==> src/rtl/pwrbtn_pkg.sv <==
package pwrbtn_pkg;

    typedef enum logic [1:0] {
        ST_IDLE,
        ST_CONFIRM,
        ST_REQUEST,
        ST_SEQWAIT
    } btn_state_e;

    localparam logic [2:0] PLAT_DEEP_STANDBY = 3'b001;

endpackage

==> src/rtl/pwrbtn_sync.sv <==
module pwrbtn_sync #(
    parameter int unsigned WIDTH  = 3,
    parameter int unsigned STAGES = 2,
    parameter logic [WIDTH-1:0] RST_VAL = '1
) (
    input  logic             clk,
    input  logic             rst_n,
    input  logic [WIDTH-1:0] d,
    output logic [WIDTH-1:0] q
);
    localparam int unsigned CHAIN_W = WIDTH * STAGES;

    logic [CHAIN_W-1:0] chain_q;

    generate
        if (STAGES == 1) begin : g_single
            always_ff @(posedge clk or negedge rst_n) begin
                if (!rst_n) chain_q <= RST_VAL;
                else        chain_q <= d;
            end
        end else begin : g_multi
            always_ff @(posedge clk or negedge rst_n) begin
                if (!rst_n) chain_q <= {STAGES{RST_VAL}};
                else        chain_q <= {chain_q[CHAIN_W-WIDTH-1:0], d};
            end
        end
    endgenerate

    assign q = chain_q[CHAIN_W-1 -: WIDTH];

endmodule

==> src/rtl/pwrbtn_timer.sv <==
module pwrbtn_timer #(
    parameter int unsigned CYCLES = 500000
) (
    input  logic clk,
    input  logic rst_n,
    input  logic start,
    output logic running,
    output logic expire
);
    localparam int unsigned CW = $clog2(CYCLES + 1);

    logic [CW-1:0] cnt_q;

    always_ff @(posedge clk or negedge rst_n) begin
        if (!rst_n)              cnt_q <= '0;
        else if (start)          cnt_q <= CW'(CYCLES);
        else if (cnt_q != '0)    cnt_q <= cnt_q - 1'b1;
    end

    assign running = (cnt_q != '0);
    assign expire  = (cnt_q == CW'(1));

    initial assert (CYCLES >= 2) else $error("CYCLES must be at least 2");

    // a freshly loaded wait does not expire on the next cycle
    assert_no_early_expire_R3: assert property (@(posedge clk) disable iff (!rst_n)
        start |=> (running && !expire));

    // after expiry the timer is idle unless restarted
    assert_stop_after_expire_R3: assert property (@(posedge clk) disable iff (!rst_n)
        (expire && !start) |=> !running);

endmodule

==> src/rtl/pwrbtn_fsm.sv <==
module pwrbtn_fsm
    import pwrbtn_pkg::*;
(
    input  logic       clk,
    input  logic       rst_n,
    input  logic       cond_n,
    input  logic [2:0] plat_state,
    input  logic       seq_busy,
    input  logic       tmr_running,
    input  logic       tmr_expire,
    output logic       tmr_start,
    output logic       btn_n,
    output logic       pwrup_req,
    output logic       spurious
);
    btn_state_e state_q, state_d;
    logic       btn_q;
    logic       spur_q;
    logic       in_standby;

    assign in_standby = (plat_state == PLAT_DEEP_STANDBY);

    // state register
    always_ff @(posedge clk or negedge rst_n) begin
        if (!rst_n) state_q <= ST_IDLE;
        else        state_q <= state_d;
    end

    // next state
    always_comb begin
        state_d   = state_q;
        tmr_start = 1'b0;
        unique case (state_q)
            ST_IDLE: begin
                if (!cond_n && btn_q) begin
                    tmr_start = 1'b1;
                    state_d   = ST_CONFIRM;
                end
            end
            ST_CONFIRM: begin
                if (tmr_expire) begin
                    if (!cond_n && in_standby) state_d = ST_REQUEST;
                    else                       state_d = ST_IDLE;
                end
            end
            ST_REQUEST: begin
                if (seq_busy) state_d = ST_SEQWAIT;
            end
            ST_SEQWAIT: begin
                if (!seq_busy) state_d = ST_IDLE;
            end
            default: state_d = ST_IDLE;
        endcase
    end

    // outputs
    always_ff @(posedge clk or negedge rst_n) begin
        if (!rst_n) begin
            btn_q  <= 1'b1;
            spur_q <= 1'b0;
        end else begin
            spur_q <= 1'b0;
            unique case (state_q)
                ST_IDLE: begin
                    if (cond_n) btn_q <= 1'b1;
                end
                ST_CONFIRM: begin
                    if (tmr_expire) begin
                        if (cond_n)           spur_q <= 1'b1;
                        else if (!in_standby) btn_q  <= 1'b0;
                    end
                end
                ST_REQUEST: ;
                ST_SEQWAIT: begin
                    if (!seq_busy) btn_q <= 1'b0;
                end
                default: ;
            endcase
        end
    end

    assign btn_n     = btn_q;
    assign spurious  = spur_q;
    assign pwrup_req = (state_q == ST_REQUEST);

    // rejection pulse lasts one cycle and never coincides with a press
    assert_spurious_single_R4: assert property (@(posedge clk) disable iff (!rst_n)
        spurious |=> !spurious);
    assert_spurious_released_R4: assert property (@(posedge clk) disable iff (!rst_n)
        spurious |-> btn_n);

    // the confirm state is only occupied while the timer runs
    assert_confirm_timed_R5: assert property (@(posedge clk) disable iff (!rst_n)
        (state_q == ST_CONFIRM) |-> tmr_running);

    // a power-up request follows a standby decision
    assert_req_in_standby_R6: assert property (@(posedge clk) disable iff (!rst_n)
        $rose(pwrup_req) |-> $past(in_standby));

    // the button stays released while rails are sequencing
    assert_hold_while_busy_R7: assert property (@(posedge clk) disable iff (!rst_n)
        (pwrup_req || (state_q == ST_SEQWAIT)) |-> btn_n);

    // released level in idle is forwarded on the next edge
    assert_release_forward_R9: assert property (@(posedge clk) disable iff (!rst_n)
        ((state_q == ST_IDLE) && cond_n) |=> btn_n);

endmodule

==> src/rtl/pwrbtn_gate.sv <==
module pwrbtn_gate #(
    parameter int unsigned CONFIRM_CYCLES = 500000,
    parameter int unsigned SYNC_STAGES    = 2
) (
    input  logic       clk,
    input  logic       rst_n,
    input  logic       sw_n,
    input  logic       lid_open,
    input  logic       ac_absent,
    input  logic [2:0] plat_state,
    input  logic       seq_busy,
    output logic       btn_n,
    output logic       pwrup_req,
    output logic       spurious
);
    localparam int unsigned SENSE_W = 3;

    logic [SENSE_W-1:0] sense_s;
    logic sw_s, lid_s, ac_abs_s;
    logic masked;
    logic cond_n;
    logic tmr_start, tmr_running, tmr_expire;

    pwrbtn_sync #(
        .WIDTH   (SENSE_W),
        .STAGES  (SYNC_STAGES),
        .RST_VAL ({SENSE_W{1'b1}})
    ) u_sync (
        .clk   (clk),
        .rst_n (rst_n),
        .d     ({sw_n, lid_open, ac_absent}),
        .q     (sense_s)
    );

    assign {sw_s, lid_s, ac_abs_s} = sense_s;
    assign masked = !lid_s && ac_abs_s;
    assign cond_n = sw_s || masked;

    pwrbtn_timer #(
        .CYCLES (CONFIRM_CYCLES)
    ) u_timer (
        .clk     (clk),
        .rst_n   (rst_n),
        .start   (tmr_start),
        .running (tmr_running),
        .expire  (tmr_expire)
    );

    pwrbtn_fsm u_fsm (
        .clk         (clk),
        .rst_n       (rst_n),
        .cond_n      (cond_n),
        .plat_state  (plat_state),
        .seq_busy    (seq_busy),
        .tmr_running (tmr_running),
        .tmr_expire  (tmr_expire),
        .tmr_start   (tmr_start),
        .btn_n       (btn_n),
        .pwrup_req   (pwrup_req),
        .spurious    (spurious)
    );

    // no second wait is started while one is running
    assert_no_restart_R5: assert property (@(posedge clk) disable iff (!rst_n)
        tmr_running |-> !tmr_start);

    // a shut lid without adapter never lets a new wait begin
    assert_mask_blocks_R2: assert property (@(posedge clk) disable iff (!rst_n)
        masked |-> !tmr_start);

endmodule

==> config.mk <==
export PLATFORM = sky130hd
export DESIGN_NAME = pwrbtn_gate
export DESIGN_NICKNAME = d
export VERILOG_FILES = /design/src/rtl/pwrbtn_pkg.sv /design/src/rtl/pwrbtn_sync.sv /design/src/rtl/pwrbtn_timer.sv /design/src/rtl/pwrbtn_fsm.sv /design/src/rtl/pwrbtn_gate.sv
export SDC_FILE = /design/constraint.sdc
export NUM_CORES = 1
export LEC_CHECK = 0
export ABC_AREA = 1
export BUFFER_PORTS_ARGS = -buffer_cell sky130_fd_sc_hd__buf_2
export CORE_ASPECT_RATIO = 1.2
export CORE_MARGIN = 3
export CORE_UTILIZATION = 53
export DETAILED_ROUTE_END_ITERATION = 8
export PLACE_DENSITY = 0.71
export SETUP_SLACK_MARGIN = 0.4
export SLEW_MARGIN = 20
export SYNTH_ARGS = -nofsm -noshare
export SYNTH_HDL_FRONTEND = slang
export SYNTH_SLANG_ARGS = --single-unit
==> constraint.sdc <==
create_clock -name clk -period 1.5 [get_ports clk]
set_input_delay 0.45 -clock clk [delete_from_list [all_inputs] [get_ports clk]]
set_output_delay 0.45 -clock clk [all_outputs]
set_load 0.02 [all_outputs]
After elaboration in Yosys (flattened, before gate mapping)
Index checks and enable logic that the tools add are counted.

Mux-type cells: 19. Shifts and indexed selects: 0. Div/mod/pow operators: 0. Add/sub/neg operators: 1. Equal/unequal tests: 12. $lt $le $gt $ge: 0. Bitwise gates (word level): 0. $mul: 0. Reduce and logical (&&, ||, !) cells: 12.

Operators by type and width (count): $mux 19 (2); $eq 19x1->1 const B (1); $reduce_bool 19->1 (1); $sub 19x1->19 const B (1); $mux 1 (10); $mux 2 (5); $ne 2x2->1 const B (5); $pmux 2 s4 (1); $reduce_and 6->1 (1); $eq 2x2->1 const B (2); $ne 2x1->1 const B (2); $reduce_and 4->1 (1); $eq 3x1->1 const B (1); $logic_and 1x1->1 (3); $pmux 1 s3 (1); $reduce_bool 3->1 (1); $eq 2x1->1 const B (1); $logic_not 1->1 (2); $logic_not 2->1 (1); $reduce_bool 2->1 (1); $logic_or 1x1->1 (1).

Register bits after elaboration: 29. Memory bits (read-only): 0. Word-level logic and storage cells: 49. Bits of input ports: 9. Bits in writable memories: 0. Memories kept: 0. Bits in latches: 0.

Depth between registers and ports, before layout
Gate-level depths: netlist of run 1.

Word-level depth: 8. Depth in mapped cells: 10. Gate-level depth less buffers: 10.

By module
A second synthesis of run 1 with hierarchy kept.

Cells, all modules: 217. Area, all modules: 1665.3 um2.

Modules (own cells, without submodules): pwrbtn_timer (area an instance 1226.2 um2, instances 1, cells an instance 170); pwrbtn_fsm (area an instance 244.0 um2, instances 1, cells an instance 34); pwrbtn_sync (area an instance 180.2 um2, instances 1, cells an instance 9); pwrbtn_gate (area an instance 15.0 um2, instances 1, cells an instance 4).

Worst setup path before layout of run 1
Ideal clock, no wire load.

Path type: register -> register. Start: register u_timer.cnt_q[0]. End: register u_timer.cnt_q[8]. Slack: -0.069 ns. Clock period less this slack: 1.569 ns. Required time: 1.380 ns. Library setup time: 0.120 ns. Arrival: 1.450 ns. Buffers on the path: 0. Cell stages (with the launch flop): 10. Path through: dfrtp_1 inv_1 ha_1 nand2_4 nor2_8 nand3_4 nor2_8 inv_4 o31ai_2 inv_2.

Word-level cells in the longest chain between the ends: 3. Elaborated cells between the ends (all ways): 5. Those cells by class: 1 x add/sub; 2 x mux; 2 x reduce/logical.

RTL lines: start: declaration (line pwrbtn_timer.sv:12) `logic [CW-1:0] cnt_q;`; start signal: assignment (line pwrbtn_timer.sv:16) `else if (start) cnt_q <= CW'(CYCLES);`; start signal: assignment (line pwrbtn_timer.sv:17) `else if (cnt_q != '0) cnt_q <= cnt_q - 1'b1;`; $sub 19x1->19 (line pwrbtn_timer.sv:17); $mux 19 (line pwrbtn_timer.sv:17); $mux 19 (line pwrbtn_timer.sv:16).

Parallel ways exist; a longest one is shown, timed or not. The select of a mux whose other input is x is not followed. A chain may end at the register's enable or synchronous reset.

Final worst setup path of run 1
Start: register u_timer.cnt_q[9]. End: register u_timer.cnt_q[12].

Same word-level chain as after synthesis.

==> results of run 1 <==
[routing by layer]
metal  GRT usage (%)  up-vias  routed length (µm)  share of wire, %
met5               0        -                   0                 0
met4            15.8        0                 146               3.1
met3            5.11       16                 262               5.6
met2            43.2       74                2360                51
met1            27.5      775                1880                40
li1                -      709                   -                 -
[cells by family (layout without fill, tap and decap cells)]
logic type | after synthesis | after routing | share of synthesized area, %
adder cells (fa/ha/maj) | 2 | 2 | 1.59
XOR/XNOR | 8 | 8 | 4.46
AO/OA/AOI/OAI | 14 | 14 | 6.21
AND/OR/NAND/NOR | 106 | 106 | 35.4
flip-flops | 29 | 29 | 46.7
buffers and inverters | 22 | 83 | 5.65
[state kept, by name (all words and copies together) (netlist names), named ones only]
name / count
u_timer.cnt_q: 19
u_sync.chain_q: 6
u_fsm.btn_n: 1
u_fsm.spurious: 1
u_fsm.state_q: 1
[area by class of cell]
| class | instances | area, µm² |
|---|---|---|
| Sequential cell | 29 | 737 |
| Multi-Input combinational cell | 130 | 962 |
| Tap cell | 34 | 42.5 |
| Clock buffer | 5 | 37.5 |
| Fill cell | 136 | 464 |
| Timing Repair Buffer | 54 | 433 |
| Inverter | 21 | 88.8 |
| Clock inverter | 3 | 46.3 |
[worst register-to-register path: stages (launching register included)]
cell and delay [ns]:
dfrtp_1 0.46, nor2_2 0.15, nand2_1 0.12, nor2_4 0.14
nand3_4 0.16, nor2_8 0.24, buf_4 0.15, nor3_2 0.03
[cells in the final DEF (no fill, tap or decap), drive strengths merged, types with 2 or more instances in the layout]
master and n:
a21oi 4, buf 54, clkbuf 5, dfrtp 22, dfstp 7, ha 2, inv 21, nand2 33
nand3 15, nand4 2, nor2 39, nor3 9, nor4 2, o211ai 2, o21ai 3, o31ai 2
or2 3, xnor2 2, xor2 6
[path summary, 6_finish.rpt]
path / cells past startpoint / startpoint / to
worst max-delay path: 7 / u_timer.cnt_q[9]$_DFFE_PN0P_ / u_timer.cnt_q[12]$_DFFE_PN0P_
worst min-delay path: 1 / rst_n / u_fsm.state_q[0]$_DFFE_PN0P_
worst max register to register: 7 / u_timer.cnt_q[9]$_DFFE_PN0P_ / u_timer.cnt_q[12]$_DFFE_PN0P_
worst min register to register: 0 / u_sync.chain_q[1]$_DFF_PN1_ / u_sync.chain_q[4]$_DFF_PN1_
max in group asynchronous: 2 / rst_n / u_sync.chain_q[3]$_DFF_PN1_
min in group clk: 1 / lid_open / u_sync.chain_q[1]$_DFF_PN1_
[what timing repair did]
item | in CTS | in global routing
setup endpoints to repair | 26 | 26
buffers inserted | 19 | 12
pin swaps | 17 | 13
resized for setup | 39 | 22
[report_power, final]
part / switching [mW] / internal (mW) / leakage, nW
logic: 1.25 / 1.10 / 0.713
registers: 0.261 / 1.04 / 0.331
clock network: 0.305 / 0.353 / 0.0414
total: 1.82 / 2.49 / 1.09
[stage by stage]
step	cells	utilization [%]	hold slack, ns	worst slack [ns]	setup TNS, ns
2_1_floorplan	181	-	0.154	0.0836	0
3_3_place_gp	237	64.3	0.345	0.0132	0
3_5_place_dp	237	64.3	0.348	-0.0565	-0.125
4_1_cts	264	77.5	0.0129	0.0223	0
5_1_grt	276	83.5	0.0195	-0.125	-1.44
6_report	276	83.5	0.0166	-0.0483	-0.313
==> out/summary.txt, run 1 <==
outcome = finished, violations left
failing checks = setup timing
# diodes = 0
worst vdd ir = 1.45 mV
cell breakdown of the critical path = nor2_2 -> nand2_1 -> nor2_4 -> nand3_4 -> nor2_8 -> buf_4 -> nor3_2
DR iter-0 viols = 76
initial antenna violation count = 0
num rows = 21
Boundary Pins = 12
#FFs+latches synth = 29
hold buffer count at CTS = 0
async set-reset flop share out of synthesis = 100%
RSZ-0062 raised after global routing = true
most common cell in the netlist = nor2_1
Slew Limit Fails = 0
total CTS buffers = 5
CP Buf/Inv Count = 1
PD cells = 1830 mW/mm²
Worst-Skew Late Latency = 0.34 ns
Final Wtd Congestion = 0.892
Die Ht = 65.7 µm
maximum buffer depth of the clock tree = 2
Die Wd = 55.7 µm
post-route cell area = 0.00235 mm²
Critical-path top delay cell = dfrtp_1
Worst slew margin = 70.4%
first-pass GRT wire length = 6930 µm
top cells by count, synth = nor2_1, nand2_1, dfrtp_1
Mean Syn Cell Area = 8.68 µm²
Core Region = 0.00281 mm²
Final HPWL DP = 2530 µm
area of the mapped netlist = 0.00157 mm²
GR Overflow Total = 0
Detailed Routing Iterations Pass 1 = 4
WP data required = 1.73 ns
final setup fails = 12
CP top delay family = simple AND/OR/NAND/NOR gates
residual DRC count = 0
Syn Inst Count = 181
area delta synth->final = 49.4%
number of synthesized flops with an enable pin = 0
Final WS setup = -0.0483 ns
Via density = 5.70
Final Power = 4.30 mW
clock-pin slew on the worst setup and hold paths = 0.11 ns
share of layout cells above drive strength 1 = 57.0%
CP Max Fanout = 8
die footprint = 0.00366 mm²
warnings from Yosys = 0
DRT Wirelength = 4650 µm
PortBufs = 11
Root Buffer = clkbuf_4
Setup Skew = 0.00712 ns
R2R setup slack = -0.05 ns
endpoints failing hold = 0
Final min period = 1.55 ns
top_reg_cell synth = dfrtp_1
gr usage total = 24.8%
vias in the first global route = 1578
DP Area = 0.00181 mm²
Worst path max stage delay = 0.46 ns
Syn Nets = 192
Yosys top cell area share = 35.0%
Seq/Total Area, Yosys = 46.7%
antenna viol nets, final = 0
TritonCTS Sinks = 29
f_max = 646 MHz
type of destination of the critical path = flip-flop
vias post-DR = 1574
Static Leak = 1.09 nW
synth top area cells = dfrtp_1, dfstp_2, nor2_1, nand2_1, nand3_1
CP Launch Type = flip-flop
routed wire length per instance = 16.8 µm
# nets final = 252
post-route clock period utilization = 103%
critical path class = reg2reg
largest net degree at the start of global routing = 16
max cap viols = 0
worst-margin pin slew = 0.441 ns
H-tree depth = 2
area leader, netlist = dfrtp_1
HP Class = in2async
CTS tree = built
Initial Utilization = 55.9%
Synth cell types = 36
CP arrival = 1.77 ns
Power figures use the tool's default switching activity.
==> inputs of run 2 (changes only) <==
--- a/config.mk
+++ b/config.mk
@@ -12,6 +12,7 @@
 export CORE_UTILIZATION = 53
 export DETAILED_ROUTE_END_ITERATION = 8
 export PLACE_DENSITY = 0.71
+export REMOVE_ABC_BUFFERS = 1
 export SETUP_SLACK_MARGIN = 0.4
 export SLEW_MARGIN = 20
 export SYNTH_ARGS = -nofsm -noshare
==> run 2 against run 1 <==
The run still ends with setup timing left. Clock skew increased by 0.0060 ns. Largest power group unchanged. Largest cell class unchanged. Non-clock buffer count decreased by 10. Via count decreased by 7.2%. Sequential power about the same. Setup slack improved by 0.0080 ns. Die area unchanged. Total power decreased by 9.9%. Cell count decreased by 3.6%. Routed wire length decreased by 8.8%. Global-route usage increased by 1.5 points.
==> out/summary.txt, run 2 (same netlist as run 1, synthesis figures left out) <==
outcome = finished, violations left
failing checks = setup timing
gr usage total = 26.3%
Die Wd = 55.7 µm
endpoints failing hold = 0
Core Util, Final = 81.3%
Setup TNS = -0.209 ns
antenna viol nets, final = 0
die footprint = 0.00366 mm²
Final WS setup = -0.0403 ns
maximum buffer depth of the clock tree = 2
met2 usage = 44.7%
Final Wtd Congestion = 0.879
Critical-path top delay cell = dfrtp_1
PortBufs = 11
number of flip-flops in the largest register = 19
DRT Wirelength = 4240 µm
DR iter-0 viols = 94
DP Area = 0.00177 mm²
residual DRC count = 0
Static Leak = 1.04 nW
worst vdd ir = 1.26 mV
WP data required = 1.72 ns
Via density = 5.49
initial antenna violation count = 0
most frequent CP cell = nor2_8
post-route cell area = 0.00228 mm²
type of destination of the critical path = flip-flop
Slew Limit Fails = 0
Largest Register = u_timer.cnt_q
Boundary Pins = 12
PD cells = 1700 mW/mm²
most common cell after layout, fill and taps aside = buf_4
# diodes = 0
met3 usage = 6.09%
worst-margin pin slew = 0.361 ns
Worst-Skew Late Latency = 0.33 ns
Final HPWL DP = 2520 µm
Root Buffer = clkbuf_4
CP Buf/Inv Count = 2
max cap viols = 0
CP top delay family = simple AND/OR/NAND/NOR gates
H-tree depth = 2
hold buffer count at CTS = 0
# nets final = 242
Worst slew margin = 75.9%
CTS tree = built
TritonCTS Sinks = 29
Core Region = 0.00281 mm²
CP arrival = 1.76 ns
CP Max Fanout = 8
largest net degree at the start of global routing = 17
Setup Skew = 0.0132 ns
global-route met1 utilization = 30.1%
Final min period = 1.54 ns
routed wire length per instance = 16.0 µm
Detailed Routing Iterations Pass 1 = 4
Die Ht = 65.7 µm
GR peak layer = met2
post-route clock period utilization = 103%
final setup fails = 8
clock-pin slew on the worst setup and hold paths = 0.10 ns
vias post-DR = 1460
first-pass GRT wire length = 7330 µm
area delta synth->final = 45.4%
most frequent cells in the layout = buf_4, nand2_1, dfrtp_1
total CTS buffers = 5
Initial Utilization = 55.9%
HP Class = in2async
Regs by FF count = u_timer.cnt_q: 19 flops, u_sync.chain_q: 6 flops
Worst path max stage delay = 0.42 ns
RSZ-0062 raised after global routing = true
num rows = 21
f_max = 649 MHz
vias in the first global route = 1571
GR Overflow Total = 0
critical path class = reg2reg
cell breakdown of the critical path = nor2_2 -> nand2_2 -> nor2_8 -> nand3_4 -> nor2_8 -> inv_4 -> nand2_1 -> inv_1
CP Launch Type = flip-flop
share of layout cells above drive strength 1 = 54.3%
[run 2: repair_timing]
| item | in CTS | in global routing |
|---|---|---|
| resized for setup | 48 | 23 |
| pin swaps | 14 | 7 |
| setup endpoints to repair | 26 | 26 |
| setup buffers | 20 | 2 |
| cloned | 0 | 0 |
[run 2: per-layer routing]
layer	vias to the layer above	wire [µm]
li1	689	-
met1	692	1680
met2	61	2160
met3	18	236
met4	0	176
met5	-	0
[run 2: power by group]
part	switching (mW)	total, mW	leakage [nW]	internal (mW)
Combinational	1.13	2.08	0.672	0.948
Sequential	0.270	1.31	0.332	1.04
Clock	0.262	0.493	0.0326	0.231
Total	1.66	3.88	1.04	2.22
[run 2: cell type report]
type / instances / area, µm²
clock buffers: 8 / 58.8
flip-flops and latches: 29 / 737
inverters: 21 / 86.3
repair buffers: 44 / 395
well taps: 34 / 42.5
fillers: 152 / 527
multi-input cells: 130 / 965
[run 2: through the flow]
stage               instances  power (mW)  hold slack [ns]  setup WS (ns)
floorplan                 180        2.17            0.154        -0.0694
global placement          236        2.59            0.346         0.0333
detailed placement        236        2.62            0.347        -0.0349
CTS                       264        3.60          0.00476         0.0370
global route              266        4.13           0.0295         -0.127
finish                    266        3.88           0.0126        -0.0403
[run 2: path summary, 6_finish.rpt]
check,start,depth (start not counted),end,slack (ns)
min in group clk,sw_n,1,u_sync.chain_q[2]$_DFF_PN1_,0.22
max in group asynchronous,rst_n,2,u_sync.chain_q[1]$_DFF_PN1_,0.99
min,rst_n,1,u_timer.cnt_q[12]$_DFFE_PN0P_,0.01
max,u_timer.cnt_q[7]$_DFFE_PN0P_,8,u_timer.cnt_q[4]$_DFFE_PN0P_,-0.04
min reg2reg,u_sync.chain_q[1]$_DFF_PN1_,0,u_sync.chain_q[4]$_DFF_PN1_,0.36
max reg2reg,u_timer.cnt_q[7]$_DFFE_PN0P_,8,u_timer.cnt_q[4]$_DFFE_PN0P_,-0.04
[run 2: worst register-to-register path, cell delays in order (launching register included)]
cell     delay, ns
dfrtp_1       0.42
nor2_2        0.18
nand2_2       0.15
nor2_8        0.15
nand3_4       0.15
nor2_8        0.21
inv_4         0.07
nand2_1       0.06
inv_1         0.04
==> inputs of run 3 (changes only) <==
--- a/config.mk
+++ b/config.mk
@@ -11,6 +11,7 @@
 export CORE_MARGIN = 3
 export CORE_UTILIZATION = 53
 export DETAILED_ROUTE_END_ITERATION = 8
+export HOLD_SLACK_MARGIN = 0.08
 export PLACE_DENSITY = 0.71
 export REMOVE_ABC_BUFFERS = 1
 export SETUP_SLACK_MARGIN = 0.4
==> run 3 against run 2 <==
The flow still finishes with violations (setup timing). Clock skew rose by 0.00096 ns. Design area rose by 0.55%. Combinational power barely moved. Critical endpoint is now u_timer.cnt_q[5]$_DFFE_PN0P_. Hold slack improved by 0.20 ns. Largest cell class unchanged.
==> out/summary.txt, run 3 (same netlist as run 1, synthesis figures left out) <==
outcome = finished, violations left
failing checks = setup timing
initial antenna violation count = 0
f_max = 648 MHz
CP top delay family = simple AND/OR/NAND/NOR gates
PortBufs = 11
Setup Skew = 0.0141 ns
final setup fails = 8
Largest Register = u_timer.cnt_q
DRT Wirelength = 4260 µm
Slew Limit Fails = 0
maximum buffer depth of the clock tree = 2
hold path cells = 1
worst vdd ir = 1.26 mV
HP Start = sw_n
num rows = 21
first-pass GRT wire length = 7330 µm
Final HPWL DP = 2520 µm
Static Leak = 1.04 nW
Critical-path top delay cell = dfrtp_1
type of destination of the critical path = flip-flop
cell breakdown of the critical path = nor2_2 -> nand2_2 -> nor2_8 -> nand3_4 -> nor2_8 -> buf_4 -> nor2_2
Via density = 5.46
TritonCTS Sinks = 29
RSZ-0062 raised after global routing = true
gr usage total = 26.3%
share of layout cells above drive strength 1 = 54.1%
post-route clock period utilization = 103%
routed wire length per instance = 16.0 µm
Worst-Skew Late Latency = 0.34 ns
largest net degree at the start of global routing = 17
Core Region = 0.00281 mm²
Worst path max stage delay = 0.44 ns
Final Wtd Congestion = 0.879
post-route cell area = 0.00230 mm²
Final min period = 1.54 ns
CP Launch Type = flip-flop
R2R cell count = 7
# diodes = 0
endpoints failing hold = 0
power share of the combinational group = 53.6%
# nets final = 243
Initial Utilization = 55.9%
Hold WS = 0.214 ns
vias in the first global route = 1571
Final WS setup = -0.0424 ns
PD cells = 1690 mW/mm²
worst-margin pin slew = 0.259 ns
WP data required = 1.74 ns
switching power = 1.67 mW
Crit Reg-Reg Startpoint = u_timer.cnt_q[5]$_DFFE_PN0P_
number of flip-flops in the largest register = 19
CTS tree = built
DP Area = 0.00177 mm²
Root Buffer = clkbuf_4
R2R setup slack = -0.04 ns
Detailed Routing Iterations Pass 1 = 4
CP Buf/Inv Count = 1
max cap viols = 0
GR Overflow Total = 0
die footprint = 0.00366 mm²
most frequent cells in the layout = buf_4, nand2_1, dfrtp_1
critical path class = reg2reg
antenna viol nets, final = 0
clock-pin slew on the worst setup and hold paths = 0.10 ns
sequential fraction of design power = 33.6%
vias post-DR = 1458
Die Ht = 65.7 µm
DR iter-0 viols = 91
reg2reg end = u_timer.cnt_q[5]$_DFFE_PN0P_
Boundary Pins = 12
P_int = 2.22 mW
Regs by FF count = u_timer.cnt_q: 19 flops, u_sync.chain_q: 6 flops
# fillers = 151
total CTS buffers = 5
HP Class = in2reg
Die Wd = 55.7 µm
most common cell after layout, fill and taps aside = buf_4
CP arrival = 1.78 ns
residual DRC count = 0
Sw Share = 42.9%
power share of the clock group = 12.8%
area delta synth->final = 46.2%
CP Max Fanout = 8
hold endpoint = u_sync.chain_q[2]$_DFF_PN1_
H-tree depth = 2
Worst slew margin = 82.7%
==> run 3: cell count changes in the layout (fill, tap and decap cells not counted), sizes merged <==
cell and change:
buf -1, clkbuf +1, dlygate4sd3 +1
==> run 3: power groups by stage <==
stage | logic [mW] | clock network [mW] | registers [mW]
after detailed placement | 1.36 | 0 | 1.26
final | 2.08 | 0.497 | 1.30
after global routing | 2.25 | 0.547 | 1.33
after global placement | 1.33 | 0 | 1.26
after CTS | 1.83 | 0.511 | 1.26
after floorplan | 0.923 | 0 | 1.25
==> run 3: area by class of cell <==
type | instances | area [µm²] | area share (%)
Inverter | 21 | 86.3 | 3.76
Clock buffer | 8 | 58.8 | 2.56
Timing Repair Buffer | 45 | 408 | 17.8
Multi-Input combinational cell | 130 | 965 | 42.0
Sequential cell | 29 | 737 | 32.1
Tap cell | 34 | 42.5 | 1.85
==> run 3: worst register-to-register path, stage by stage, from the launching register on <==
cell,delay (ns)
dfrtp_1,0.44
nor2_2,0.16
nand2_2,0.14
nor2_8,0.15
nand3_4,0.15
nor2_8,0.21
buf_4,0.15
nor2_2,0.03
==> run 3: repair_timing <==
action | 4_1_cts | 5_1_grt
pin swaps | 14 | 7
endpoints found under the hold margin | 13 | 0
setup buffers | 20 | 2
setup endpoints to repair | 26 | 30
resized for setup | 48 | 24
hold buffers | 1 | 0
==> run 3: worst max path at each step <==
stage | from | end | slack (ns) | cells after the start
after floorplan | u_timer.cnt_q[0]$_DFFE_PN0P_ | u_timer.cnt_q[8]$_DFFE_PN0P_ | -0.07 | 9
after detailed placement | u_timer.cnt_q[1]$_DFFE_PN0P_ | u_timer.cnt_q[8]$_DFFE_PN0P_ | -0.03 | 9
after global routing | u_timer.cnt_q[7]$_DFFE_PN0P_ | u_timer.cnt_q[5]$_DFFE_PN0P_ | -0.13 | 7
after CTS | u_fsm.state_q[0]$_DFFE_PN0P_ | pwrup_req | 0.04 | 4
final | u_timer.cnt_q[5]$_DFFE_PN0P_ | u_timer.cnt_q[5]$_DFFE_PN0P_ | -0.04 | 7
after global placement | u_timer.cnt_q[0]$_DFFE_PN0P_ | u_timer.cnt_q[8]$_DFFE_PN0P_ | 0.03 | 9
==> run 3: stage by stage <==
step | TNS (ns) | utilization, % | total power [mW] | cells | setup WS (ns)
floorplan | -0.188 | - | 2.17 | 180 | -0.0694
global placement | 0 | 62.9 | 2.59 | 236 | 0.0333
detailed placement | -0.0570 | 62.9 | 2.62 | 236 | -0.0349
CTS | 0 | 77.7 | 3.61 | 265 | 0.0370
global route | -1.50 | 81.7 | 4.14 | 267 | -0.127
finish | -0.202 | 81.7 | 3.88 | 267 | -0.0424
==> run 3: metal layers <==
metal / part of all wire [%] / vias to the layer above / GRT usage [%]
li1: - / 690 / -
met4: 3.9 / 0 / 15.8
met5: 0 / - / 0
met1: 40 / 689 / 30.1
met3: 5.2 / 18 / 6.09
met2: 51 / 61 / 44.7
